$ cat config.mk
export PLATFORM = sky130hd
export DESIGN_NAME = toggle_rail_bridge
export DESIGN_NICKNAME = d
export VERILOG_FILES = /design/src/rtl/trb_pkg.sv /design/src/rtl/trb_sync.sv /design/src/rtl/trb_tx.sv /design/src/rtl/trb_rx.sv /design/src/rtl/toggle_rail_bridge.sv
export SDC_FILE = /design/constraint.sdc
export NUM_CORES = 1
export LEC_CHECK = 0
export CAP_MARGIN = 20
export CORE_MARGIN = 4
export CORE_UTILIZATION = 38
export CTS_BUF_LIST = sky130_fd_sc_hd__clkbuf_4
export DETAILED_ROUTE_END_ITERATION = 10
export HOLD_SLACK_MARGIN = 0.1
export PLACE_DENSITY = 0.61
export SYNTH_ARGS = -nofsm -noshare
export SYNTH_HDL_FRONTEND = slang
export SYNTH_SLANG_ARGS = --single-unit
$ cat constraint.sdc
create_clock -name clk -period 2.47 [get_ports clk]
set_input_delay 0.494 -clock clk [delete_from_list [all_inputs] [get_ports clk]]
set_output_delay 0.494 -clock clk [all_outputs]
set_load 0.05 [all_outputs]
$ cat src/rtl/trb_pkg.sv
package trb_pkg;
  localparam int unsigned TRB_WIDTH  = 8;
  localparam int unsigned TRB_STAGES = 2;

  // Rails that moved relative to their reference level
  function automatic logic [63:0] trb_moved(input logic [63:0] now_lvl,
                                            input logic [63:0] ref_lvl);
    return now_lvl ^ ref_lvl;
  endfunction
endpackage

$ cat src/rtl/trb_sync.sv
module trb_sync #(
  parameter int unsigned W      = 1,
  parameter int unsigned STAGES = 2
) (
  input  logic         clk,
  input  logic [W-1:0] d,
  output logic [W-1:0] q
);
  logic [W-1:0] chain [STAGES];

  always_ff @(posedge clk) chain[0] <= d;

  for (genvar k = 1; k < STAGES; k++) begin : g_stage
    always_ff @(posedge clk) chain[k] <= chain[k-1];
  end

  assign q = chain[STAGES-1];
endmodule

$ cat src/rtl/trb_tx.sv
module trb_tx #(
  parameter int unsigned W      = 8,
  parameter int unsigned STAGES = 2
) (
  input  logic         clk,
  input  logic         rst,
  input  logic         s_valid,
  output logic         s_ready,
  input  logic [W-1:0] s_data,
  output logic [W-1:0] tx_one,
  output logic [W-1:0] tx_zero,
  input  logic         ack_in
);
  logic ack_s;
  logic ack_ref;
  logic busy;

  trb_sync #(.W(1), .STAGES(STAGES)) u_ack_sync (
    .clk (clk),
    .d   (ack_in),
    .q   (ack_s)
  );

  assign s_ready = !busy;

  always_ff @(posedge clk) begin
    if (rst) begin
      tx_one  <= '0;
      tx_zero <= '0;
      busy    <= 1'b0;
      ack_ref <= ack_s;
    end else if (s_valid && !busy) begin
      tx_one  <= tx_one ^ s_data;
      tx_zero <= tx_zero ^ ~s_data;
      busy    <= 1'b1;
    end else if (busy && (ack_s != ack_ref)) begin
      busy    <= 1'b0;
      ack_ref <= ack_s;
    end
  end

  // one rail per bit flips, selected by the accepted data
  a_r1_rail_encode: assert property (@(posedge clk) disable iff (rst)
    (s_valid && s_ready) |=>
      ((tx_one ^ $past(tx_one)) == $past(s_data)) &&
      (((tx_one ^ $past(tx_one)) ^ (tx_zero ^ $past(tx_zero))) == {W{1'b1}}));

  // rails hold without an accepted word
  a_r2_rails_hold: assert property (@(posedge clk) disable iff (rst)
    !(s_valid && s_ready) |=> ($stable(tx_one) && $stable(tx_zero)));

  // acceptance closes the stream until acknowledged
  a_r3_ready_drops: assert property (@(posedge clk) disable iff (rst)
    (s_valid && s_ready) |=> !s_ready);
endmodule

$ cat src/rtl/trb_rx.sv
module trb_rx #(
  parameter int unsigned W      = 8,
  parameter int unsigned STAGES = 2
) (
  input  logic         clk,
  input  logic         rst,
  input  logic [W-1:0] rx_one,
  input  logic [W-1:0] rx_zero,
  output logic         rx_ack,
  output logic         m_valid,
  output logic [W-1:0] m_data,
  output logic         m_err
);
  import trb_pkg::*;

  logic [W-1:0] one_s, zero_s;
  logic [W-1:0] one_ref, zero_ref;
  logic [W-1:0] one_mv, zero_mv, arrived;
  logic         complete, clash;

  trb_sync #(.W(W), .STAGES(STAGES)) u_one_sync (
    .clk (clk), .d (rx_one), .q (one_s)
  );
  trb_sync #(.W(W), .STAGES(STAGES)) u_zero_sync (
    .clk (clk), .d (rx_zero), .q (zero_s)
  );

  always_comb begin
    one_mv   = W'(trb_moved(64'(one_s), 64'(one_ref)));
    zero_mv  = W'(trb_moved(64'(zero_s), 64'(zero_ref)));
    arrived  = one_mv | zero_mv;
    complete = &arrived;
    clash    = |(one_mv & zero_mv);
  end

  always_ff @(posedge clk) begin
    if (rst) begin
      one_ref  <= one_s;
      zero_ref <= zero_s;
      rx_ack   <= 1'b0;
      m_valid  <= 1'b0;
      m_err    <= 1'b0;
      m_data   <= '0;
    end else begin
      m_valid <= complete && !clash;
      m_err   <= complete && clash;
      if (complete) begin
        one_ref  <= one_s;
        zero_ref <= zero_s;
        rx_ack   <= ~rx_ack;
        m_data   <= one_mv;
      end
    end
  end

  // a completed word is either good or in error, never both
  a_r7_excl_strobe: assert property (@(posedge clk) disable iff (rst)
    $onehot0({m_valid, m_err}));

  // acknowledge flips with every strobe
  a_r8_ack_flips: assert property (@(posedge clk) disable iff (rst)
    (m_valid || m_err) |-> (rx_ack != $past(rx_ack)));

  // acknowledge is still between words
  a_r4_ack_quiet: assert property (@(posedge clk) disable iff (rst)
    !(m_valid || m_err) |-> $stable(rx_ack));
endmodule

$ cat src/rtl/toggle_rail_bridge.sv
module toggle_rail_bridge #(
  parameter int unsigned W      = trb_pkg::TRB_WIDTH,
  parameter int unsigned STAGES = trb_pkg::TRB_STAGES
) (
  input  logic         clk,
  input  logic         rst,
  input  logic         s_valid,
  output logic         s_ready,
  input  logic [W-1:0] s_data,
  output logic [W-1:0] tx_one,
  output logic [W-1:0] tx_zero,
  input  logic         ack_in,
  input  logic [W-1:0] rx_one,
  input  logic [W-1:0] rx_zero,
  output logic         rx_ack,
  output logic         m_valid,
  output logic [W-1:0] m_data,
  output logic         m_err
);
  trb_tx #(.W(W), .STAGES(STAGES)) u_tx (
    .clk     (clk),
    .rst     (rst),
    .s_valid (s_valid),
    .s_ready (s_ready),
    .s_data  (s_data),
    .tx_one  (tx_one),
    .tx_zero (tx_zero),
    .ack_in  (ack_in)
  );

  trb_rx #(.W(W), .STAGES(STAGES)) u_rx (
    .clk     (clk),
    .rst     (rst),
    .rx_one  (rx_one),
    .rx_zero (rx_zero),
    .rx_ack  (rx_ack),
    .m_valid (m_valid),
    .m_data  (m_data),
    .m_err   (m_err)
  );
endmodule

==> Yosys cells after proc, flatten, opt, wreduce, memory -nomap -nowiden <==
Memory sizes are Yosys's and may differ from the RTL's.
Cells that the tools add are included.
{ "word_totals": {"in_bits": 28, "ramBits": 34, "out_inout_bits": 28, "ff_bits": 45, "elab_cells": 44, "n_memories": 3} }
{ "memory_table": {"columns": ["memory", "words", "width", "read_ports", "rd_clocked_by_memory_dff", "write_ports", "line_no", "text"], "rows": [
  ["u_rx.u_one_sync.chain", 2, 8, 2, 0, 2, "trb_sync.sv:9", "logic [W-1:0] chain [STAGES];"],
  ["u_rx.u_zero_sync.chain", 2, 8, 2, 0, 2, "trb_sync.sv:9", null],
  ["u_tx.u_ack_sync.chain", 2, 1, 2, 0, 2, "trb_sync.sv:9", null]
]} }
{ "op_classes": {"muxes": 9, "n_eq_ne": 2, "reduce_logical": 12, "bitwise": 8} }
{ "ops": {"columns": ["op", "n"], "rows": [
  ["8-bit 2-to-1 mux", 4],
  ["8-bit XOR", 4],
  ["8-bit bitwise AND", 1],
  ["8-bit inverter", 1],
  ["8-bit OR", 1],
  ["8-bit AND reduction", 1],
  ["8-bit OR reduction", 1],
  ["2-bit nonzero test", 3],
  ["1-bit 2-to-1 mux", 5],
  ["1-bit logical AND", 4],
  ["1-bit logical NOT", 2],
  ["2-bit inequality test, second input constant", 1],
  ["2-bit AND reduction", 1],
  ["1-bit inequality test", 1],
  ["1-bit inverter", 1]
]} }

==> Longest topological paths before layout <==
Gate-level depths: netlist of run 1.
{ "logic_depth": {"depth_word": 5, "depth_mapped": 5, "mapped_depth_nobuf": 4} }

==> Hierarchy <==
A second synthesis of run 1 with hierarchy kept.
{ "hier_totals": {"hier_cells": 239, "hier_area_um2": 2954.1} }
{ "by_module_without_submodules": {"columns": ["module", "cells_per_inst", "area_per_inst_um2", "instances", "seq_area_each_um2"], "rows": [
  ["trb_rx", 97, 1184.9, 1, 700.7],
  ["trb_tx", 92, 968.4, 1, 370.4],
  ["trb_sync (u_rx.u_one_sync ...)", 24, 380.4, 2, 320.3],
  ["trb_sync (u_tx.u_ack_sync)", 2, 40.0, 1, 40.0]
]} }

==> Worst setup path after synthesis of run 1 <==
OpenSTA, ideal clock, no wires.
{ "synth_path": {"path_type": "reg-to-reg", "start": "reg u_rx.one_ref[5]", "end": "reg u_rx.one_ref[0] (enable)", "period_less_slack_ns": 2.146, "stages_incl_launch_ff": 5, "t_arrival_ns": 1.771, "required_time_ns": 2.095, "setup_time_ns": 0.375, "path_slack_ns": 0.324, "cell_sequence": "edfxtp_1 > xnor2_1 > a22o_1 > or4_4 > nand2b_1"} }
{ "synth_between": {"elab_chain_len": 4} }
{ "synth_lines": {"columns": ["element", "line_no", "text"], "rows": [
  ["start: declaration", "trb_rx.sv:17", "logic [W-1:0] one_ref, zero_ref;"],
  ["start signal: assignment", "trb_rx.sv:38", "one_ref <= one_s;"],
  ["start signal: assignment", "trb_rx.sv:48", "one_ref <= one_s;"],
  ["8-bit XOR", "trb_pkg.sv:8", "return now_lvl ^ ref_lvl;"],
  ["8-bit OR", "trb_rx.sv:31", "arrived = one_mv | zero_mv;"],
  ["8-bit AND reduction", "trb_rx.sv:32", "complete = &arrived;"],
  ["2-bit nonzero test (no source line)", null, null]
]} }
Every way passes these cells.
A chain may end at the register's enable or synchronous reset.

==> Final worst setup path of run 1 <==
{ "layout_path": {"start": "reg u_rx.one_ref[5]", "end": "reg u_rx.one_ref[3] (enable)"} }
Same word-level chain as after synthesis.

==> results by group, run 1 <==
Run status
  • Status: finished clean

STA
  • Clock Skew: 0.0196 ns
  • Final hold viol count: 0
  • Minimum clock period: 2.16 ns
  • Max-slew headroom: 64.6%
  • Worst-Margin Slew: 0.530 ns
  • Max frequency: 464 MHz
  • Fin. max-slew vios: 0
  • Setup TNS: 0 ns
  • Setup Viol. Count Final: 0
  • RSZ-0062 raised after global routing: false
  • Fin crit share: 87.3%

Yosys
  • Post-Syn Area: 2550 sq um
  • Flops & latches, synth: 79
  • Xor-xnor portion of the synthesized cell area: 8.59%
  • Synth Area in Adders: 0%
  • Compound-cell area share of the yosys netlist: 10.1%
  • Largest family of logic cells by synthesized area: compound AO/OA/AOI/OAI gates
  • Distinct cells, synth: 25
  • Syn. warnings: 0
  • Cells after Synth: 208
  • Synth Area per Inst: 12.3 sq um
  • Post-Synth Simple-Gate Area: 9.67%
  • Seq/Total Area, Yosys: 68.7%
  • Post-synthesis mux area share: 0.442%
  • Synth Net Count: 236

Pwr
  • Clk network pwr share: 23.9%
  • Worst VDD drop: 0.456 mV
  • PwrDens: 801 nW/um^2
  • Switching Fraction: 28.9%
  • Final Power: 0.00265 W
  • Switching Power: 0.000766 W
  • Leak: 1.23 nW
  • Register share of total power: 55.8%
  • P_int: 0.00188 W
  • Combinational fraction of design power: 20.4%

Route
  • DR WL/cell: 12.0 um
  • Vias: 1641
  • Drc violations: 0
  • Drt pass-1 iters: 4
  • DRT iter0 DRCs: 71
  • Via density: 4.65
  • Routed Antenna Nets: 0
  • Post-Route WL: 4240 um

Min path
  • Hold Path Class: register to register

Layout
  • Cell area after layout: 3300 sq um
  • Layout overhead on the synthesized area: 29.5%
  • Most frequent cells in the layout: 62 x dfxtp_1, 55 x clkdlybuf4s50_1, 17 x edfxtp_1, 16 x xnor2_1, 16 x a21oi_1
  • Most common cell after layout, fill and taps aside: dfxtp_1
  • Nets: 299
  • N_diodes: 0
  • Layout cells sized above 1: 7.61%
  • Filler cells: 598

Floorplanning
  • Core Area: 6420 sq um
  • Die height: 89.9 um
  • Initial core utilization: 39.7%
  • Site row count: 29
  • Die area: 8080 sq um
  • # IOs: 56
  • Chip width: 89.9 um

Critical path
  • Critical path's slowest cell: or4_4
  • Crit Path Category: register to register
  • Setup crit start kind: register
  • Max stage delay on crit path: 0.63 ns
  • Worst Setup End Kind: register
  • Cells along the critical path: xnor2_1 -> a22o_1 -> or4_4 -> nand2b_1 -> buf_4
  • Required @ worst endpoint: 2.56 ns
  • CP top delay family: simple AND/OR/NAND/NOR gates
  • CP max FO: 16
  • Worst path arrival time: 2.25 ns
  • Worst Path Buf+Inv: 1

CTS
  • Worst skew pair latency: 0.41 ns
  • Clock Path Buffers: 2
  • CTS tree: yes
  • Htree depth: 3
  • Post-CTS Setup Inserts: 0
  • Num CTS Buffers: 9
  • Hold-fix buffers, CTS: 0
  • Reg clk slew, reported paths: 0.11 ns
  • Root Driver: clkbuf_4
  • # resized after CTS: 0
  • Clock Sinks: 79

GRT
  • Met2 Use GR: 15.7%
  • Total track usage: 11.0%
  • Grt total ovfl: 0
  • Vias in the first global route: 1497
  • Pin count of the biggest net entering global routing: 30
  • Busiest grt layer: met2
  • First-pass GRT wire length: 6870 um
  • Antenna violations before repair: 0
  • Met3 usage: 3.67%
  • Grt met1 use: 13.7%

Place
  • Port Buffers: 55
  • Final GP Congestion: 0.699
  • Placed instance area: 3190 sq um
  • HPWL after detailed placement: 3050 um

Job
  • Max cap viols: 0
## logic make-up after synthesis
logic type             count (synthesis)
flip-flops                            79
AND/OR/NAND/NOR                       47
multiplexers                           1
buffers and inverters                 15
XOR/XNOR                              25
AO/OA/AOI/OAI                         41
## power groups by stage
stage | combinational (W) | sequential (W) | clock, W
floorplan | 0.000214 | 0.00165 | 0
global placement | 0.000540 | 0.00151 | 0
detailed placement | 0.000542 | 0.00151 | 0
CTS | 0.000544 | 0.00148 | 0.000672
global route | 0.000582 | 0.00149 | 0.000717
finish | 0.000539 | 0.00148 | 0.000632
## per-layer routing
| layer | vias to the layer above | part of all wire, % |
|---|---|---|
| met4 | 0 | 2.5 |
| met5 | - | 0 |
| met2 | 62 | 41 |
| li1 | 848 | - |
| met1 | 718 | 48 |
| met3 | 13 | 7.7 |
## cells in the mapped netlist (all sizes together)
library cell	number	share of area (%)
a221oi	8	2.7
o22ai	4	0.98
nor3b	1	0.29
nor3	5	0.98
clkbuf	4	0.59
mux2	1	0.44
nor2b	2	0.49
dfxtp	62	49
inv	9	1.3
buf	2	0.59
nand2	9	1.3
o21ai	8	1.6
a21oi	16	3.1
or3	8	2.0
edfxtp	17	20
nand2b	8	2.0
or2b	1	0.29
xor2	9	3.1
xnor2	16	5.5
a22o	4	1.4
a21o	1	0.29
nor2	11	1.6
or4	2	0.74
## path summary, 6_finish.rpt
path	slack (ns)	to	startpoint	cells after the start
max	0.31	u_rx.one_ref[3]	u_rx.one_ref[5]	5
max reg2reg	0.31	u_rx.one_ref[3]	u_rx.one_ref[5]	5
min	0.33	u_rx.u_zero_sync.chain[0][14]	u_rx.u_zero_sync.chain[0][6]	0
min reg2reg	0.33	u_rx.u_zero_sync.chain[0][14]	u_rx.u_zero_sync.chain[0][6]	0
## stage by stage
| step | hold WS [ns] | util (%) | std cells | setup slack (ns) |
|---|---|---|---|---|
| after detailed placement | 0.312 | 49.7 | 337 | 0.327 |
| after floorplan | 0.310 | - | 208 | 0.324 |
| after global routing | 0.334 | 51.4 | 353 | 0.162 |
| after global placement | 0.311 | 49.7 | 337 | 0.356 |
| final | 0.329 | 51.4 | 353 | 0.315 |
| after CTS | 0.329 | 51.4 | 353 | 0.288 |
## worst reg2reg max path: stages (launching register included)
cell      delay (ns)
edfxtp_1        0.39
xnor2_1         0.18
a22o_1          0.29
or4_4           0.63
nand2b_1        0.11
buf_4           0.24
## flip-flops by register name (all words and copies together), names as in the netlist
register / flops
u_rx.m_data: 8
u_rx.m_err: 1
u_rx.m_valid: 1
u_rx.one_ref: 8
u_rx.rx_ack: 1
u_rx.u_one_sync.chain: 16
u_rx.u_zero_sync.chain: 16
u_rx.zero_ref: 8
u_tx.ack_ref: 1
u_tx.busy: 1
u_tx.tx_one: 8
u_tx.tx_zero: 8
u_tx.u_ack_sync.chain: 2
## area by class of cell
cell class,instances,area [sq um],area share [%]
Sequential cell,79,1750,53.0
Timing Repair Buffer,58,573,17.3
Multi-Input combinational cell,114,734,22.2
Inverter,9,33.8,1.02
Tap cell,77,96.3,2.92
Clock inverter,4,23.8,0.720
Clock buffer,12,90.1,2.73
No activity file was read; power rests on OpenSTA's default activity.
==> run 2: changes to the inputs <==
--- a/config.mk
+++ b/config.mk
@@ -5,13 +5,14 @@
 export SDC_FILE = /design/constraint.sdc
 export NUM_CORES = 1
 export LEC_CHECK = 0
+export ABC_AREA = 1
 export CAP_MARGIN = 20
 export CORE_MARGIN = 4
 export CORE_UTILIZATION = 38
 export CTS_BUF_LIST = sky130_fd_sc_hd__clkbuf_4
 export DETAILED_ROUTE_END_ITERATION = 10
 export HOLD_SLACK_MARGIN = 0.1
-export PLACE_DENSITY = 0.61
+export PLACE_DENSITY = 0.6
 export SYNTH_ARGS = -nofsm -noshare
 export SYNTH_HDL_FRONTEND = slang
 export SYNTH_SLANG_ARGS = --single-unit
==> run 2 against run 1 <==
  * Sequential share of layout area decreased by 5.5 points
  * Via count rose by 30%
  * First-iteration DRC count increased by 72%
  * Global-route usage grew 1.1 points
  * Synthesized area up 13%
  * Final cell count grew 39%
  * Hold slack gained 0.0067 ns
  * Total power grew 8.1%
  * Wire length rose by 20%
  * Critical endpoint is now s_ready
==> results by group, run 2 <==
GRT
  • First-pass GRT wire length: 8310 um (+21%)
  • Antenna violations before repair: 0 (unchanged)
  • Grt total ovfl: 0 (unchanged)
  • Total track usage: 12.1% (+1.1 points)
  • Pin count of the biggest net entering global routing: 29 (-3.3%)
  • Vias in the first global route: 1899 (+27%)

Floorplanning
  • # IOs: 56 (unchanged)
  • Die height: 95.0 um (+5.6%)
  • Chip width: 95.0 um (+5.6%)
  • Core Area: 7290 sq um (+14%)
  • Site row count: 31 (+6.9%)
  • Die area: 9020 sq um (+12%)
  • Initial core utilization: 39.4% (-0.27 points)

Layout
  • Nets: 414 (+38%)
  • Largest regs: u_rx.u_one_sync.chain: 16 flops, u_rx.u_zero_sync.chain: 16 flops
  • Layout cells sized above 1: 8.95% (+1.3 points)
  • Most frequent cells in the layout: 88 x nand2_1, 62 x dfxtp_1, 55 x clkdlybuf4s50_1, 51 x inv_1, 21 x nand3_1
  • Layout overhead on the synthesized area: 28.2%
  • Most common cell after layout, fill and taps aside: nand2_1
  • N_diodes: 0 (unchanged)
  • Filler cells: 735 (+23%)
  • Multi-input logic area: 852 sq um (+16%)
  • Non-Filler Instances: 490 (+39%)
  • Reg area: 1750 sq um (unchanged)

Yosys
  • Top cells by area, synth: dfxtp_1 43%, edfxtp_1 18%, nand2_1 11%, inv_1 6.7%, nand3_1 3.7%
  • Number of synthesized flops with an enable pin: 17 (unchanged)
  • Syn. warnings: 0 (unchanged)
  • Post-synth top area share: 43.2% (-5.5 points)
  • Xor-xnor portion of the synthesized cell area: 2.74% (-5.8 points)
  • Commonest cells post-synth: 88 x nand2_1, 62 x dfxtp_1, 51 x inv_1
  • Ys async rst share: 0% (unchanged)
  • Largest family of logic cells by synthesized area: simple AND/OR/NAND/NOR gates
  • Post-synthesis mux area share: 0% (-0.44 points)
  • Cells after Synth: 324 (+56%)
  • Synth Area per Inst: 8.87 sq um (-28%)
  • Most common cell in the netlist: nand2_1
  • Dominant cell type by area after synthesis: dfxtp_1
  • Post-Syn Area: 2880 sq um (+13%)
  • Distinct cells, synth: 21 (-16%)
  • Synth Area in Adders: 0% (unchanged)
  • Flops & latches, synth: 79 (unchanged)
  • Seq/Total Area, Yosys: 60.9% (-7.8 points)
  • Compound-cell area share of the yosys netlist: 2.96% (-7.1 points)
  • Post-Synth Simple-Gate Area: 23.9% (+14 points)
  • Synth Net Count: 352 (+49%)
  • Ys flop type: dfxtp_1

Run status
  • Status: finished clean

Route
  • Drc violations: 0 (unchanged)
  • M1 wire length: 2280 um (+11%)
  • Post-Route WL: 5110 um (+20%)
  • DRT iter0 DRCs: 122 (+72%)
  • Highest Signal Layer: met4
  • Drt pass-1 iters: 4 (unchanged)
  • DR WL/cell: 10.4 um (-13%)
  • Met3 wire len: 372 um (+14%)
  • Vias: 2136 (+30%)
  • Via density: 4.36 (-6.2%)
  • Routed Antenna Nets: 0 (unchanged)
  • WL met2: 2330 um (+32%)

CTS
  • Root Driver: clkbuf_4
  • CTS tree: yes
  • Worst skew pair latency: 0.41 ns (about the same)
  • Htree depth: 3 (unchanged)
  • Num CTS Buffers: 9 (unchanged)
  • Reg clk slew, reported paths: 0.12 ns (about the same)
  • Post-CTS Setup Inserts: 0 (unchanged)
  • # resized after CTS: 0 (unchanged)
  • Clock Sinks: 79 (unchanged)
  • Hold-fix buffers, CTS: 0 (unchanged)
  • Clock Path Buffers: 2 (unchanged)

STA
  • Max-slew headroom: 64.6% (about the same)
  • Worst-Margin Slew: 0.529 ns (-0.000930 ns)
  • Max frequency: 425 MHz (-8.3%)
  • Hold Worst Slack: 0.336 ns (+0.00671 ns)
  • Fin. max-slew vios: 0 (unchanged)
  • Setup TNS: 0 ns (unchanged)
  • Setup Viol. Count Final: 0 (unchanged)
  • RSZ-0062 raised after global routing: false
  • Final hold viol count: 0 (unchanged)
  • Clock Skew: 0.0105 ns (-0.00908 ns)
  • Minimum clock period: 2.35 ns (+0.196 ns)
  • Fin crit share: 95.2% (+7.9 points)

Critical path
  • Setup crit start kind: register
  • Required @ worst endpoint: 1.98 ns (-0.58 ns)
  • Crit Path Category: register to output port
  • Worst Setup End Kind: output port
  • CP max FO: 11 (-5)
  • Worst path arrival time: 1.86 ns (-0.39 ns)

Pwr
  • Worst VDD drop: 0.357 mV (-22%)
  • Leak: 1.70 nW (+39%)
  • PwrDens: 777 nW/um^2 (-3.1%)

Place
  • Final GP Congestion: 0.753 (+7.7%)
  • Placed cells: 474 (+41%)
  • HPWL after detailed placement: 3720 um (+22%)
  • Port Buffers: 55 (unchanged)

Min path
  • Hold Path Class: register to register

Job
  • Max cap viols: 0 (unchanged)
-- run 2: layout make-up --
class / count / share of cell area, %
Clock buffer: 11 / 2.24
Clock inverter: 5 / 1.97
Inverter: 55 / 5.60
Multi-Input combinational cell: 180 / 23.1
Sequential cell: 79 / 47.5
Tap cell: 99 / 3.36
Timing Repair Buffer: 61 / 16.2
-- run 2: path summary, 6_finish.rpt --
path / startpoint / depth (start not counted) / end / slack [ns]
worst min register to register: u_rx.u_one_sync.chain[0][4] / 0 / u_rx.u_one_sync.chain[0][12] / 0.34
worst min-delay path: u_rx.u_one_sync.chain[0][4] / 0 / u_rx.u_one_sync.chain[0][12] / 0.34
worst max-delay path: u_tx.busy / 2 / s_ready / 0.12
worst max register to register: u_rx.one_ref[7] / 8 / u_rx.one_ref[4] / 0.65
-- run 2: logic make-up after synthesis --
| logic type | Yosys count |
|---|---|
| simple gates | 154 |
| buf+inv | 65 |
| flops | 79 |
| compound gates | 17 |
| xor+xnor | 9 |
-- run 2: layer usage --
metal / up-vias / global-route usage [%]
met5: - / 0
met4: 0 / 6.85
li1: 1138 / -
met3: 12 / 3.75
met1: 933 / 14.7
met2: 53 / 19.0
-- run 2: through the flow --
| stage | power (W) | util [%] | instance area, sq um | setup slack [ns] |
|---|---|---|---|---|
| 2_1_floorplan | 0.00188 | - | 2880 | 0.695 |
| 3_3_place_gp | 0.00205 | 48.4 | 3530 | 0.483 |
| 3_5_place_dp | 0.00206 | 48.4 | 3530 | 0.451 |
| 4_1_cts | 0.00290 | 50.5 | 3680 | 0.0849 |
| 5_1_grt | 0.00301 | 50.5 | 3680 | 0.0540 |
| 6_report | 0.00286 | 50.5 | 3680 | 0.119 |
-- run 2: power by group --
part	internal [W]	switching, W
logic	0.000199	0.000349
registers	0.00143	0.0000545
clock network	0.000426	0.000409
-- run 2: worst max-delay path, cell delays in order, from the launching register on --
cell	delay [ns]
dfxtp_1	0.33
inv_1	0.25
clkdlybuf4s50_1	0.87
==> run 3: changes to the inputs <==
--- a/config.mk
+++ b/config.mk
@@ -13,6 +13,7 @@
 export DETAILED_ROUTE_END_ITERATION = 10
 export HOLD_SLACK_MARGIN = 0.1
 export PLACE_DENSITY = 0.6
+export RECOVER_POWER = 50
 export SYNTH_ARGS = -nofsm -noshare
 export SYNTH_HDL_FRONTEND = slang
 export SYNTH_SLANG_ARGS = --single-unit
==> run 3 against run 2 <==
  * Hold slack did not move
  * Non-clock buffer count unchanged
  * Largest power group unchanged
  * Via count up 0.37%
  * Critical path type unchanged
  * Core utilization decreased by 0.051 points
  * Cell area down 0.10%
==> results by group, run 3 (synthesis gave the netlist of run 2 again) <==
Critical path
  • CP max FO: 11 (unchanged)
  • Setup crit start kind: register
  • Worst Setup End Kind: output port
  • Worst path arrival time: 1.86 ns (about the same)
  • Required @ worst endpoint: 1.98 ns (about the same)
  • Crit Path Category: register to output port

CTS
  • Reg clk slew, reported paths: 0.12 ns (about the same)
  • Clock Sinks: 79 (unchanged)
  • Num CTS Buffers: 9 (unchanged)
  • Worst skew pair latency: 0.41 ns (about the same)
  • Hold-fix buffers, CTS: 0 (unchanged)
  • Root Driver: clkbuf_4
  • Clock Path Buffers: 2 (unchanged)
  • CTS tree: yes
  • Post-CTS Setup Inserts: 0 (unchanged)
  • Htree depth: 3 (unchanged)
  • # resized after CTS: 0 (unchanged)

STA
  • Final hold viol count: 0 (unchanged)
  • Hold Worst Slack: 0.336 ns (unchanged)
  • Setup TNS: 0 ns (unchanged)
  • RSZ-0062 raised after global routing: false
  • Setup Viol. Count Final: 0 (unchanged)
  • Max-slew headroom: 15.0% (-50 points)
  • Minimum clock period: 2.35 ns (+0.0000160 ns)
  • Fin. max-slew vios: 0 (unchanged)
  • Max frequency: 425 MHz (about the same)
  • Worst-Margin Slew: 1.28 ns (+0.747 ns)
  • Fin crit share: 95.2% (about the same)
  • Clock Skew: 0.0103 ns (-0.000202 ns)

Pwr
  • Switching Power: 0.000811 W (about the same)
  • Combinational fraction of design power: 19.0% (about the same)
  • PwrDens: 776 nW/um^2 (-0.14%)
  • Leak: 1.71 nW (about the same)
  • Switching Fraction: 28.4% (+0.055 points)
  • Clk network pwr share: 29.2% (about the same)
  • P_int: 0.00204 W (-0.32%)
  • Worst VDD drop: 0.356 mV (-0.38%)
  • Register share of total power: 51.8% (about the same)

Floorplanning
  • Site row count: 31 (unchanged)
  • # IOs: 56 (unchanged)
  • Die height: 95.0 um (unchanged)
  • Die area: 9020 sq um (unchanged)
  • Core Area: 7290 sq um (unchanged)
  • Chip width: 95.0 um (unchanged)
  • Initial core utilization: 39.4% (unchanged)

Route
  • DR WL/cell: 10.4 um (about the same)
  • DRT iter0 DRCs: 122 (unchanged)
  • Drc violations: 0 (unchanged)
  • Post-Route WL: 5110 um (about the same)
  • Drt pass-1 iters: 4 (unchanged)
  • Routed Antenna Nets: 0 (unchanged)
  • Via density: 4.38 (+0.37%)
  • Vias: 2144 (+0.37%)

Layout
  • Nets: 414 (unchanged)
  • Most frequent cells in the layout: 88 x nand2_1, 62 x dfxtp_1, 51 x inv_1, 37 x clkdlybuf4s50_1, 21 x nand3_1
  • Layout cells sized above 1: 8.70% (-0.26 points)
  • Layout overhead on the synthesized area: 28.0%
  • Largest regs: u_rx.u_one_sync.chain: 16 flops, u_rx.u_zero_sync.chain: 16 flops
  • N_diodes: 0 (unchanged)
  • Most common cell after layout, fill and taps aside: nand2_1
  • Final core occ: 50.5% (-0.051 points)

GRT
  • Pin count of the biggest net entering global routing: 29 (unchanged)
  • First-pass GRT wire length: 8310 um (unchanged)
  • Total track usage: 12.1% (unchanged)
  • Grt total ovfl: 0 (unchanged)
  • Antenna violations before repair: 0 (unchanged)
  • Vias in the first global route: 1899 (unchanged)

Place
  • HPWL after detailed placement: 3720 um (unchanged)
  • Port Buffers: 55 (unchanged)
  • Final GP Congestion: 0.753 (unchanged)

Run status
  • Status: finished clean

Min path
  • Hold Path Class: register to register

Job
  • Max cap viols: 0 (unchanged)
run 3: cell types whose count changed in the layout (fill, tap and decap cells not counted), sizes merged:
| cell | previous run | this run |
|---|---|---|
| clkdlybuf4s50 | 55 | 37 |
| clkbuf | 11 | 12 |
| buf | 6 | 5 |
| dlygate4sd3 | 0 | 18 |
run 3: power groups by stage:
stage	registers [W]	logic (W)	clock network (W)
4_1_cts	0.00148	0.000556	0.000866
3_5_place_dp	0.00151	0.000553	0
6_report	0.00148	0.000542	0.000834
2_1_floorplan	0.00164	0.000236	0
5_1_grt	0.00150	0.000597	0.000909
3_3_place_gp	0.00151	0.000547	0
run 3: final timing paths:
path | cells after the start | slack, ns | to | from
setup reg to reg | 8 | 0.64 | u_rx.one_ref[4] | u_rx.one_ref[7]
setup / recovery | 2 | 0.12 | s_ready | u_tx.busy
hold reg to reg | 0 | 0.34 | u_rx.u_one_sync.chain[0][12] | u_rx.u_one_sync.chain[0][4]
hold / removal | 0 | 0.34 | u_rx.u_one_sync.chain[0][12] | u_rx.u_one_sync.chain[0][4]
run 3: per-stage QoR:
| step | instances | worst slack (ns) | cell area [sq um] | total power, W |
|---|---|---|---|---|
| 2_1_floorplan | 324 | 0.695 | 2880 | 0.00188 |
| 3_5_place_dp | 474 | 0.451 | 3530 | 0.00206 |
| 6_report | 490 | 0.119 | 3680 | 0.00286 |
| 3_3_place_gp | 474 | 0.483 | 3530 | 0.00205 |
| 4_1_cts | 490 | 0.0849 | 3680 | 0.00290 |
| 5_1_grt | 490 | 0.0540 | 3680 | 0.00300 |
run 3: cell type report:
type / instances / area (sq um)
fill: 735 / 3610
sequential: 79 / 1750
multi-input combinational: 180 / 852
timing repair buffer: 61 / 592
inverter: 55 / 206
tap: 99 / 124
clock buffer: 11 / 82.6
clock inverter: 5 / 72.6
run 3: per-layer routing:
layer | global-route usage (%) | share of wire (%) | vias up
met5 | 0 | 0 | -
met4 | 6.85 | 2.5 | 0
met3 | 3.75 | 7.3 | 12
met2 | 19.0 | 45 | 55
met1 | 14.7 | 45 | 939
li1 | - | - | 1138
run 3: worst max-delay path: stages (launching register included):
cell,delay (ns)
dfxtp_1,0.33
inv_1,0.25
clkdlybuf4s50_1,0.87
